`src/rtl/strap_bus_pkg.sv`:
```
package strap_bus_pkg;

  localparam int IO_KEY_W  = 9;
  localparam int MEM_KEY_W = 3;
  localparam int FLAG_W    = 4;
  localparam int STRAP_W   = MEM_KEY_W + IO_KEY_W + FLAG_W;

  // Field order matches the strap pin numbering: bus16 is pin 0.
  typedef struct packed {
    logic [MEM_KEY_W-1:0] mem_key;
    logic [IO_KEY_W-1:0]  io_key;
    logic                 swap;
    logic                 m68k;
    logic                 direct;
    logic                 bus16;
  } strap_t;

  typedef enum logic [1:0] {
    HS_IDLE = 2'd0,
    HS_BUSY = 2'd1,
    HS_REL  = 2'd2,
    HS_DONE = 2'd3
  } hs_state_e;

  // A cycle is in progress: the address strobe in 68000 mode,
  // otherwise either of the read and write strobes.
  function automatic logic strobe_active(input logic m68k, input logic as_n,
                                         input logic rd_n, input logic wr_n);
    return m68k ? !as_n : (!rd_n || !wr_n);
  endfunction

  // Next handshake state for the current cycle.
  function automatic hs_state_e hs_next(input hs_state_e cur, input logic hit,
                                        input logic done, input logic m68k);
    hs_state_e nx;
    if (!hit) begin
      nx = HS_IDLE;
    end else begin
      unique case (cur)
        HS_IDLE: nx = HS_BUSY;
        HS_BUSY: nx = done ? (m68k ? HS_DONE : HS_REL) : HS_BUSY;
        default: nx = HS_DONE;
      endcase
    end
    return nx;
  endfunction

endpackage

```
`src/rtl/strap_latch.sv`:
```
module strap_latch
  import strap_bus_pkg::*;
(
  input  logic               clk,
  input  logic               rst,
  input  logic [STRAP_W-1:0] strap_pins,
  output strap_t             straps
);

  strap_t strap_q;

  // Loads on every edge during reset; the last load before release is kept.
  always_ff @(posedge clk) begin
    if (rst) begin
      strap_q <= strap_t'(strap_pins);
    end
  end

  assign straps = strap_q;

endmodule

```
`src/rtl/strap_cycle_decode.sv`:
```
module strap_cycle_decode
  import strap_bus_pkg::*;
(
  input  strap_t               straps,
  input  logic [IO_KEY_W-1:0]  io_addr,
  input  logic [MEM_KEY_W-1:0] mem_addr,
  input  logic                 io_cs_n,
  input  logic                 mem_cs_n,
  input  logic                 io_rd_n,
  input  logic                 io_wr_n,
  input  logic                 mem_rd_n,
  input  logic                 mem_wr_n,
  output logic                 io_hit,
  output logic                 mem_hit
);

  logic io_act;
  logic mem_act;
  logic io_key_eq;
  logic mem_key_eq;
  logic unused_flags;

  assign unused_flags = ^{straps.swap, straps.direct, straps.bus16};

  always_comb begin
    io_act     = strobe_active(straps.m68k, io_rd_n, io_rd_n, io_wr_n);
    mem_act    = strobe_active(straps.m68k, io_rd_n, mem_rd_n, mem_wr_n);
    io_key_eq  = (io_addr == straps.io_key);
    mem_key_eq = (mem_addr == straps.mem_key);
    io_hit     = !io_cs_n && io_act && io_key_eq;
    mem_hit    = !mem_cs_n && mem_act && mem_key_eq;
  end

endmodule

```
`src/rtl/strap_hs_ctrl.sv`:
```
module strap_hs_ctrl
  import strap_bus_pkg::*;
(
  input  logic clk,
  input  logic rst,
  input  logic m68k,
  input  logic io_hit,
  input  logic mem_hit,
  input  logic xfer_done,
  output logic reg_sel,
  output logic mem_sel,
  output logic hs_oe,
  output logic hs_val
);

  hs_state_e st_q;
  hs_state_e st_nx;
  logic      any_hit;

  assign any_hit = io_hit || mem_hit;

  always_comb begin
    st_nx = hs_next(st_q, any_hit, xfer_done, m68k);
  end

  always_ff @(posedge clk) begin
    if (rst) begin
      st_q    <= HS_IDLE;
      reg_sel <= 1'b0;
      mem_sel <= 1'b0;
    end else begin
      st_q    <= st_nx;
      reg_sel <= io_hit;
      mem_sel <= mem_hit;
    end
  end

  // Ready: low while the transfer is pending, high for one release cycle.
  // Acknowledge: low once the transfer is done.
  always_comb begin
    if (m68k) begin
      hs_oe  = (st_q == HS_DONE);
      hs_val = 1'b0;
    end else begin
      hs_oe  = (st_q == HS_BUSY) || (st_q == HS_REL);
      hs_val = (st_q == HS_REL);
    end
  end

endmodule

```
`src/rtl/strap_bus_decoder.sv`:
```
module strap_bus_decoder
  import strap_bus_pkg::*;
#(
  parameter int ADDR_W = 20
) (
  input  logic               clk,
  input  logic               rst,
  input  logic [STRAP_W-1:0] strap_pins,
  input  logic [ADDR_W-1:0]  host_addr,
  input  logic               io_cs_n,
  input  logic               mem_cs_n,
  input  logic               io_rd_n,
  input  logic               io_wr_n,
  input  logic               mem_rd_n,
  input  logic               mem_wr_n,
  input  logic               xfer_done,
  output logic               reg_sel,
  output logic               mem_sel,
  output logic               bus16,
  output logic               direct_map,
  output logic               m68k_mode,
  output logic               byte_swap,
  output logic               hs_oe,
  output logic               hs_val
);

  localparam int IO_LSB  = 1;
  localparam int IO_MSB  = IO_LSB + IO_KEY_W - 1;
  localparam int MEM_LSB = ADDR_W - MEM_KEY_W;

  strap_t                straps;
  logic [IO_KEY_W-1:0]   io_addr;
  logic [MEM_KEY_W-1:0]  mem_addr;
  logic                  io_hit;
  logic                  mem_hit;
  logic                  unused_addr;

  assign io_addr     = host_addr[IO_MSB:IO_LSB];
  assign mem_addr    = host_addr[ADDR_W-1:MEM_LSB];
  assign unused_addr = ^{host_addr[MEM_LSB-1:IO_MSB+1], host_addr[IO_LSB-1:0]};

  strap_latch u_latch (
    .clk        (clk),
    .rst        (rst),
    .strap_pins (strap_pins),
    .straps     (straps)
  );

  strap_cycle_decode u_decode (
    .straps   (straps),
    .io_addr  (io_addr),
    .mem_addr (mem_addr),
    .io_cs_n  (io_cs_n),
    .mem_cs_n (mem_cs_n),
    .io_rd_n  (io_rd_n),
    .io_wr_n  (io_wr_n),
    .mem_rd_n (mem_rd_n),
    .mem_wr_n (mem_wr_n),
    .io_hit   (io_hit),
    .mem_hit  (mem_hit)
  );

  strap_hs_ctrl u_hs (
    .clk       (clk),
    .rst       (rst),
    .m68k      (straps.m68k),
    .io_hit    (io_hit),
    .mem_hit   (mem_hit),
    .xfer_done (xfer_done),
    .reg_sel   (reg_sel),
    .mem_sel   (mem_sel),
    .hs_oe     (hs_oe),
    .hs_val    (hs_val)
  );

  assign bus16      = straps.bus16;
  assign direct_map = straps.direct;
  assign m68k_mode  = straps.m68k;
  assign byte_swap  = straps.swap;

endmodule

```
`config.mk`:
```
export PLATFORM = sky130hd
export DESIGN_NAME = strap_bus_decoder
export DESIGN_NICKNAME = d
export VERILOG_FILES = /design/src/rtl/strap_bus_pkg.sv /design/src/rtl/strap_latch.sv /design/src/rtl/strap_cycle_decode.sv /design/src/rtl/strap_hs_ctrl.sv /design/src/rtl/strap_bus_decoder.sv
export SDC_FILE = /design/constraint.sdc
export NUM_CORES = 1
export LEC_CHECK = 0
export BUFFER_PORTS_ARGS = -buffer_cell sky130_fd_sc_hd__buf_2
export CAP_MARGIN = 20
export CORE_ASPECT_RATIO = 0.75
export CORE_MARGIN = 2
export CORE_UTILIZATION = 39
export DETAILED_ROUTE_END_ITERATION = 10
export HOLD_SLACK_MARGIN = 0.1
export PLACE_DENSITY = 0.81
export SKIP_CTS_REPAIR_TIMING = 1
export SLEW_MARGIN = 20
export SYNTH_ARGS = -nofsm -noshare
export SYNTH_HDL_FRONTEND = slang
export SYNTH_SLANG_ARGS = --single-unit
```
`constraint.sdc`:
```
create_clock -name clk -period 2.9 [get_ports clk]
set_clock_uncertainty 0.2 [all_clocks]
set_input_delay 0.29 -clock clk [delete_from_list [all_inputs] [get_ports clk]]
set_output_delay 0.29 -clock clk [all_outputs]
set_load 0.05 [all_outputs]
```
==> results_dict.tcl, run 1 <==
set metrics [dict create \
    run_status "complete, no violations" \
    via_count_of_the_first_global_routing_pass 617 \
    synth.mux.area_fraction_pct 1.34 \
    weighted_congestion_at_the_end_of_routability_driven_global_placement 0.671 \
    timing.setup.critical_path_class "flop to output pin" \
    crit_family "flip-flops" \
    peak_per_stage_delay_on_the_critical_path_ns 0.37 \
    synth_area_um2 843 \
    final_min_period_over_clock_period_pct 68.2 \
    cp.depth 4 \
    floorplan.initialDensity_pct 41.5 \
    synth_simple_gate_area_share_pct 7.57 \
    route.detailed.drc 0 \
    power.static_leakage_nw 0.568 \
    synth_top_area_share_pct 57.0 \
    largest_family_of_logic_cells_by_synthesized_area "XOR/XNOR gates" \
    grt_start_max_net_pins 18 \
    grt_antenna_before_repair 0 \
    timing_max_transition_violations_final 0 \
    crit_required_ns 2.41 \
    finalInstanceArea_um2 1290 \
    power_density_nw_per_um2 436 \
    hold_viol 0 \
    area.growth.synth_to_final_pct 53.0 \
    vdd_ir_drop_max_mv 0.378 \
    drtPass1Iterations 2 \
    layout_min_cycle_time_ns 1.98 \
    top_cells_by_area_synth "edfxtp_1, xnor2_1, dfxtp_1" \
    tns_ns 0 \
    source_of_the_critical_timing_path "u_hs.st_q[0]$_SDFF_PP0_" \
    portBuffers 44 \
    antenna_left 0 \
    post_drt_wl_per_cell_um 11.8 \
    floorplan.die.width_um 57.7 \
    setup.worst_path.end_class "output pin" \
    post_synth_fa_ha_maj_area_fraction_pct 5.93 \
    maxCapViolations 0 \
    worstRegToRegCells 4 \
    grt_most_used_layer "met2" \
    min-delay-path-class "primary input to flop" \
    max_freq_mhz 506 \
    worst_slew_pin_slew_ns 0.377 \
    max-slew-margin-rel_pct 74.9 \
    grt.total_usage_pct 12.7 \
    finalSetupViolations 0 \
    fp.dieH_um 44.3 \
    detailed_place.area_um2 1090 \
    reg2reg_setup_slack_ns 1.29 \
    met1_usage_pct 15.1 \
    endpoint "hs_oe" \
    crit_slowest_cell "dfxtp_1" \
    synth_xor_area_share_pct 12.5 \
    cts_buffer_depth 2 \
    yosysWarnings 0 \
    compound_gate_portion_of_the_synthesized_area_pct 4.45 \
    hpwl_um 1210 \
    cts_made_buffers 3 \
    io-pin-count 53 \
    cts_tree "yes" \
    clock_tree.root_cell "clkbuf_4" \
    global_route_wire_length_before_repair_um 2420 \
    critical_path.reg2reg.endpoint "u_hs.st_q[1]$_SDFF_PP0_" \
    clk_pin_slew_ns 0.10 \
    global_route_met2_usage_pct 23.2 \
    clock-sinks 20 \
    htree_num_levels 1 \
    mappedNetlistNets 105 \
    ys_seq_elements 20 \
    wl_um 1710 \
    rows 14 \
    grt.overflow.total 0 \
    drive_gt1_share_pct 43.0 \
    crit_path_cell_chain "inv_1 > ha_1 > mux2_2 > buf_2" \
    grt_setup_unrepaired "no" \
    worstSkewPairLatency_ns 0.29 \
    worstReg2RegStart "u_latch.straps[2]$_DFFE_PP_" \
    critPathMaxFanout 3 \
    yosysUniqueCellTypes 18 \
    data_arrival_at_the_endpoint_of_the_critical_path_ns 1.49 \
    drt-initial-drc-count 12 \
    synth.avg_cell_area_um2 15.1 \
    count_of_nets_after_finishing 171 \
    core_area_um2 2030 \
    antenna_cells_inserted 0 \
    start_kind "flop" \
    gr-usage-met3_pct 1.75 \
    syn_inst 56 \
    design.die.area_um2 2550 \
    viasPerCell 4.50 \
    power_mw 0.563 \
    critical_path_buf_inv_count 2 \
    netlist.top_cell.by_area "edfxtp_1" \
    synth-seq-area-share_pct 66.5 \
    vias 653 \
]
==> synthesized netlist by cell type <==
| master | count |
|---|---|
| edfxtp_1 | 16 |
| xnor2_1 | 11 |
| a21oi_1 | 4 |
| dfxtp_1 | 4 |
| ha_1 | 4 |
| inv_1 | 4 |
| nand4_1 | 2 |
| a21oi_2 | 1 |
| and2b_2 | 1 |
| and4bb_2 | 1 |
| mux2_2 | 1 |
| nand2_1 | 1 |
| nand3_1 | 1 |
| nor2_1 | 1 |
| o2111ai_1 | 1 |
| or3_1 | 1 |
| or3_4 | 1 |
| xor2_1 | 1 |
==> registers in the layout, indices dropped and copies added (netlist names) <==
signal,cells
u_latch.straps,16
u_hs.mem_sel,1
u_hs.st_q,2
u_hs.reg_sel,1
==> worst min path at each step <==
stage                   start                            to  slack [ns]  cells past startpoint
4_1_cts         strap_pins[6]   u_latch.straps[6]$_DFFE_PP_       -0.04                      1
3_5_place_dp    strap_pins[6]   u_latch.straps[6]$_DFFE_PP_        0.27                      1
5_1_grt             xfer_done       u_hs.st_q[1]$_SDFF_PP0_        0.15                      3
2_1_floorplan   strap_pins[0]   u_latch.straps[0]$_DFFE_PP_        0.19                      0
6_report            xfer_done       u_hs.st_q[1]$_SDFF_PP0_        0.09                      3
3_3_place_gp   strap_pins[11]  u_latch.straps[11]$_DFFE_PP_        0.27                      1
==> cell usage in the layout (no fill, tap or decap), drive strengths merged <==
cell type	Yosys	routed
a21oi	5	5
and2b	1	1
and4bb	1	1
buf	0	44
clkbuf	0	3
clkinv	0	1
dfxtp	4	4
dlygate4sd3	0	17
edfxtp	16	16
ha	4	4
inv	4	4
mux2	1	1
nand2	1	1
nand3	1	1
nand4	2	2
nor2	1	1
o2111ai	1	1
or3	2	2
xnor2	11	11
xor2	1	1
==> final cells by class <==
cell class                 count  area [µm²]
fill                         156         742
multi-input combinational     32         268
timing repair buffer          61         390
clock buffer                   3        22.5
inverter                       4        15.0
sequential                    20         561
clock inverter                 1        3.75
tap                           24        30.0
==> kinds of logic (layout without fill, tap and decap cells) <==
family                   Yosys count  in the layout
AO/OA/AOI/OAI                      6              6
XOR/XNOR                          12             12
adder cells (fa/ha/maj)            4              4
buffers and inverters              4             69
flip-flops                        20             20
multiplexers                       1              1
AND/OR/NAND/NOR                    9              9
==> per-stage QoR <==
| stage | setup WS, ns | util (%) | hold slack [ns] | instances |
|---|---|---|---|---|
| 5_1_grt | 0.832 | 63.5 | 0.149 | 145 |
| 3_3_place_gp | 1.28 | 53.8 | 0.266 | 124 |
| 6_report | 0.923 | 63.5 | 0.0890 | 145 |
| 2_1_floorplan | 1.17 | - | 0.189 | 56 |
| 4_1_cts | 0.910 | 55.1 | -0.0444 | 128 |
| 3_5_place_dp | 1.25 | 53.8 | 0.268 | 124 |
==> report_power, final <==
part	switching (mW)	internal, mW
Clock	0.0767	0.0500
Sequential	0.00901	0.330
Combinational	0.0444	0.0523
Total	0.130	0.433
==> metal layers <==
| metal | wire, µm | part of all wire, % | vias to the layer above |
|---|---|---|---|
| met3 | 119 | 7.0 | 2 |
| met1 | 718 | 42 | 290 |
| met5 | 0 | 0 | - |
| met2 | 855 | 50 | 31 |
| met4 | 14 | 0.82 | 0 |
| li1 | - | - | 330 |
==> worst register-to-register path: cells and delay by family, from the launching register on <==
family | cells | cell delay, ns
AND/OR/NAND/NOR | 2 | 0.50
flip-flops | 1 | 0.50
AO/OA/AOI/OAI | 2 | 0.35
Power figures use the tool's default switching activity.
==> inputs of run 2 (changes only) <==
- clock period: 2.9 -> 1.9 ns (I/O delays scaled with it)
==> results_dict.tcl, run 2 (synthesis gave the netlist of run 1 again) <==
set metrics [dict create \
    run_status "complete, no violations" \
    portBuffers 44 \
    p_sw_mw 0.213 \
    power_density_nw_per_um2 744 \
    critPathMaxFanout 2 \
    finalSetupViolations 0 \
    grt.total_usage_pct 13.3 \
    critical_path.reg2reg.endpoint "u_hs.st_q[0]$_SDFF_PP0_" \
    route.detailed.drc 0 \
    antenna_cells_inserted 0 \
    power.share.switching_pct 21.0 \
    min_to "u_hs.reg_sel$_SDFF_PP0_" \
    reg2reg_setup_slack_ns 0.27 \
    timing.setup.critical_path_class "flop to output pin" \
    grt_start_max_net_pins 17 \
    floorplan.initialDensity_pct 41.5 \
    crit_slowest_cell "dfxtp_2" \
    seq_power_share_pct 51.0 \
    fin_ws_ns 0.0828 \
    htree_num_levels 1 \
    via_count_of_the_first_global_routing_pass 610 \
    worstSkewPairLatency_ns 0.30 \
    data_arrival_at_the_endpoint_of_the_critical_path_ns 1.43 \
    max-slew-margin-rel_pct 83.1 \
    cts_buffer_depth 2 \
    io-pin-count 53 \
    vdd_ir_drop_max_mv 0.861 \
    hold_viol 0 \
    grt_setup_unrepaired "no" \
    peak_per_stage_delay_on_the_critical_path_ns 0.34 \
    finalNonFillerCells 150 \
    min_delay_path_depth 5 \
    count_of_nets_after_finishing 176 \
    mostFrequentLayoutCells "buf_2, dlygate4sd3_1, edfxtp_1" \
    global_route_wire_length_before_repair_um 2410 \
    crit_path_cell_chain "inv_1 > ha_1 > mux2_2 > buf_4" \
    crit_required_ns 1.51 \
    area.growth.synth_to_final_pct 62.0 \
    drtPass1Iterations 4 \
    wl_um 1840 \
    clk_pin_slew_ns 0.10 \
    maxCapViolations 0 \
    crit_family "flip-flops" \
    critical_path_buf_inv_count 2 \
    weighted_congestion_at_the_end_of_routability_driven_global_placement 0.664 \
    layout_min_cycle_time_ns 1.82 \
    fp.dieH_um 44.3 \
    start_kind "flop" \
    final_min_period_over_clock_period_pct 95.6 \
    hpwl_um 1220 \
    post_drt_wl_per_cell_um 12.3 \
    timing_max_transition_violations_final 0 \
    cts_made_buffers 3 \
    place_worst_setup_slack_ns 0.294 \
    rows 14 \
    detailed_place.area_um2 1100 \
    worstRegToRegCells 4 \
    drt-initial-drc-count 12 \
    grt.overflow.total 0 \
    worstReg2RegStart "u_latch.straps[2]$_DFFE_PP_" \
    power_mw 1.02 \
    min-delay-path-class "primary input to flop" \
    antenna_left 0 \
    clock-sinks 20 \
    design.die.area_um2 2550 \
    vias 661 \
    power.share.clock_pct 33.7 \
    internal_power_mw 0.804 \
    floorplan.die.width_um 57.7 \
    numPlacedInstances 125 \
    setup.worst_path.end_class "output pin" \
    drive_gt1_share_pct 45.2 \
    hold_path_startpoint "host_addr[9]" \
    max_freq_mhz 550 \
    cts_tree "yes" \
    final_common_cell "buf_2" \
    core_area_um2 2030 \
    power.static_leakage_nw 0.605 \
    finalInstanceArea_um2 1370 \
    grt_antenna_before_repair 0 \
    largest_reg_flops 16 \
    comb_power_share_pct 15.3 \
    clock_tree.root_cell "clkbuf_4" \
    viasPerCell 4.41 \
    worst_slew_pin_slew_ns 0.256 \
]
## run 2: per-layer routing
| layer | wire, µm | share of wire, % | GRT usage (%) |
|---|---|---|---|
| met5 | 0 | 0 | 0 |
| met4 | 34 | 1.8 | 5.58 |
| met3 | 160 | 8.7 | 5.56 |
| met2 | 860 | 47 | 22.5 |
| met1 | 789 | 43 | 14.9 |
## run 2: area by class of cell
type | count | area [µm²]
Inverter | 4 | 15.0
Sequential cell | 20 | 563
Clock inverter | 1 | 30.0
Fill cell | 145 | 666
Multi-Input combinational cell | 32 | 268
Tap cell | 24 | 30.0
Timing Repair Buffer | 66 | 438
Clock buffer | 3 | 22.5
## run 2: worst max-delay path by stage
| stage | start | end | slack, ns | cells past startpoint |
|---|---|---|---|---|
| after global placement | u_latch.straps[2]$_DFFE_PP_ | u_hs.st_q[1]$_SDFF_PP0_ | 0.34 | 4 |
| after CTS | u_hs.st_q[0]$_SDFF_PP0_ | hs_oe | -0.01 | 4 |
| final | u_hs.st_q[0]$_SDFF_PP0_ | hs_oe | 0.08 | 4 |
| after detailed placement | u_latch.straps[2]$_DFFE_PP_ | u_hs.st_q[1]$_SDFF_PP0_ | 0.29 | 4 |
| after global routing | u_hs.st_q[1]$_SDFF_PP0_ | hs_oe | 0.009 | 4 |
| after floorplan | u_latch.straps[2]$_DFFE_PP_ | u_hs.st_q[0]$_SDFF_PP0_ | 0.17 | 4 |
## run 2: power by group through the flow
stage	clock network (mW)	registers [mW]	logic, mW
after detailed placement	0	0.528	0.122
after floorplan	0	0.552	0.0377
after global placement	0	0.526	0.119
after global routing	0.366	0.522	0.169
after CTS	0.350	0.518	0.123
final	0.343	0.518	0.156
## run 2: metrics by stage
step | hold slack [ns] | setup TNS [ns] | utilization (%)
final | 0.102 | 0 | 67.2
after floorplan | 0.0889 | 0 | -
after global routing | 0.112 | 0 | 67.2
after detailed placement | 0.169 | 0 | 54.2
after global placement | 0.166 | 0 | 54.2
after CTS | -0.154 | -0.0104 | 56.8
## run 2: worst min-delay path, delay by kind of cell
family,cells,cell delay (ns)
xor gates and xnor gates,1,0.05
and+or+nand+nor,2,0.19
buffers and inverters,2,0.13
==> inputs of run 3 (changes only) <==
--- a/constraint.sdc
+++ b/constraint.sdc
@@ -4,2 +4,2 @@
 set_output_delay 0.19 -clock clk [all_outputs]
-set_load 0.05 [all_outputs]
+set_load 0.01 [all_outputs]
==> results_dict.tcl, run 3 (synthesis gave the netlist of run 1 again) <==
set metrics [dict create \
    weighted_congestion_at_the_end_of_routability_driven_global_placement 0.664 \
    drt-initial-drc-count 12 \
    grt.total_usage_pct 13.3 \
    layout_min_cycle_time_ns 1.79 \
    reg2reg_setup_slack_ns 0.28 \
    cts_made_buffers 3 \
    vdd_ir_drop_max_mv 0.853 \
    comb_power_share_pct 13.3 \
    start_kind "flop" \
    p_sw_mw 0.190 \
    drtPass1Iterations 4 \
    route.top_layer_used "met4" \
    grt.overflow.total 0 \
    final_min_period_over_clock_period_pct 94.1 \
    worstRegToRegCells 4 \
    power.share.clock_pct 34.5 \
    global_route_wire_length_before_repair_um 2410 \
    grt_start_max_net_pins 17 \
    mostFrequentLayoutCells "buf_2, dlygate4sd3_1, edfxtp_1" \
    via_count_of_the_first_global_routing_pass 610 \
    floorplan.die.width_um 57.7 \
    min_delay_path_depth 5 \
    cts_tree "yes" \
    internal_power_mw 0.803 \
    rows 14 \
    critical_path.reg2reg.endpoint "u_hs.st_q[0]$_SDFF_PP0_" \
    vias 656 \
    htree_num_levels 1 \
    wl_met2_um 841 \
    antenna_left 0 \
    clk_pin_slew_ns 0.10 \
    clock-sinks 20 \
    met3RoutedLength_um 159 \
    min_to "u_hs.reg_sel$_SDFF_PP0_" \
    worstReg2RegStart "u_latch.straps[2]$_DFFE_PP_" \
    worst_hold_slack_ns 0.101 \
    critPathMaxFanout 3 \
    power_density_nw_per_um2 733 \
    core_area_um2 2030 \
    hold_path_startpoint "host_addr[9]" \
    hold_viol 0 \
    hpwl_um 1220 \
    min-delay-path-class "primary input to flop" \
    clock_tree.root_cell "clkbuf_4" \
    max-slew-margin-rel_pct 84.8 \
    power_mw 0.993 \
    maxCapViolations 0 \
    portBuffers 44 \
    power.share.switching_pct 19.1 \
    tns_ns 0 \
    antenna_cells_inserted 0 \
    power.static_leakage_nw 0.599 \
    data_arrival_at_the_endpoint_of_the_critical_path_ns 1.40 \
    run_status "complete, no violations" \
    timing_max_transition_violations_final 0 \
    seq_power_share_pct 52.2 \
    wl_um 1820 \
    largest_reg_flops 16 \
    count_of_nets_after_finishing 175 \
    area.growth.synth_to_final_pct 60.7 \
    worst_slew_pin_slew_ns 0.227 \
    setup.worst_path.end_class "output pin" \
    max_freq_mhz 559 \
    viasPerCell 4.40 \
    design.die.area_um2 2550 \
    floorplan.initialDensity_pct 41.5 \
    wl_met1_um 784 \
    crit_required_ns 1.51 \
    fp.dieH_um 44.3 \
    grt_setup_unrepaired "no" \
    io-pin-count 53 \
    post_drt_wl_per_cell_um 12.2 \
    worstSkewPairLatency_ns 0.30 \
    cts_buffer_depth 2 \
    finalSetupViolations 0 \
    grt_antenna_before_repair 0 \
    route.detailed.drc 0 \
    final_common_cell "buf_2" \
    drive_gt1_share_pct 44.0 \
    timing.setup.critical_path_class "flop to output pin" \
]
-- run 3: cell types whose count changed in the layout (fill, tap and decap cells not counted) --
cell and change:
dfxtp_2 -1, buf_2 +1, buf_4 -2, dfxtp_1 +1
-- run 3: layer usage --
layer  GRT usage (%)  vias to the layer above
met2            22.5                       37
met5               0                        -
met3            5.56                        4
met4            5.58                        0
li1                -                      336
met1            14.9                      279
-- run 3: worst max path at each step --
stage,slack (ns),endpoint,cells past startpoint,startpoint
after global placement,0.34,u_hs.st_q[1]$_SDFF_PP0_,4,u_latch.straps[2]$_DFFE_PP_
final,0.11,hs_oe,4,u_hs.st_q[1]$_SDFF_PP0_
after CTS,0.06,hs_oe,4,u_hs.st_q[0]$_SDFF_PP0_
after detailed placement,0.29,u_hs.st_q[1]$_SDFF_PP0_,4,u_latch.straps[2]$_DFFE_PP_
after global routing,0.01,hs_oe,4,u_hs.st_q[1]$_SDFF_PP0_
after floorplan,0.39,u_hs.st_q[0]$_SDFF_PP0_,4,u_latch.straps[2]$_DFFE_PP_
-- run 3: through the flow --
| step | cell area (µm²) | util, % | std cells | setup WS [ns] |
|---|---|---|---|---|
| global placement | 1100 | 54.2 | 125 | 0.338 |
| global route | 1360 | 66.7 | 149 | 0.0147 |
| CTS | 1150 | 56.8 | 129 | 0.0614 |
| floorplan | 843 | - | 56 | 0.390 |
| finish | 1360 | 66.7 | 149 | 0.112 |
| detailed placement | 1100 | 54.2 | 125 | 0.294 |
-- run 3: cell type report --
cell class	count	area [µm²]
clock buffers	3	22.5
flip-flops and latches	20	562
clock inverters	1	30.0
multi-input cells	32	268
inverters	4	15.0
fillers	146	677
well taps	24	30.0
repair buffers	65	428
-- run 3: critical path, cell delays in order, from the launching register on --
cell and delay (ns):
dfxtp_1 0.37, inv_1 0.07, ha_1 0.27, mux2_2 0.26, buf_2 0.14
-- run 3: power by group through the flow --
stage / clock network [mW] / logic [mW] / registers [mW]
floorplan: 0 / 0.0367 / 0.530
CTS: 0.350 / 0.0995 / 0.518
global route: 0.366 / 0.145 / 0.522
finish: 0.343 / 0.132 / 0.518
global placement: 0 / 0.0964 / 0.526
detailed placement: 0 / 0.0991 / 0.528
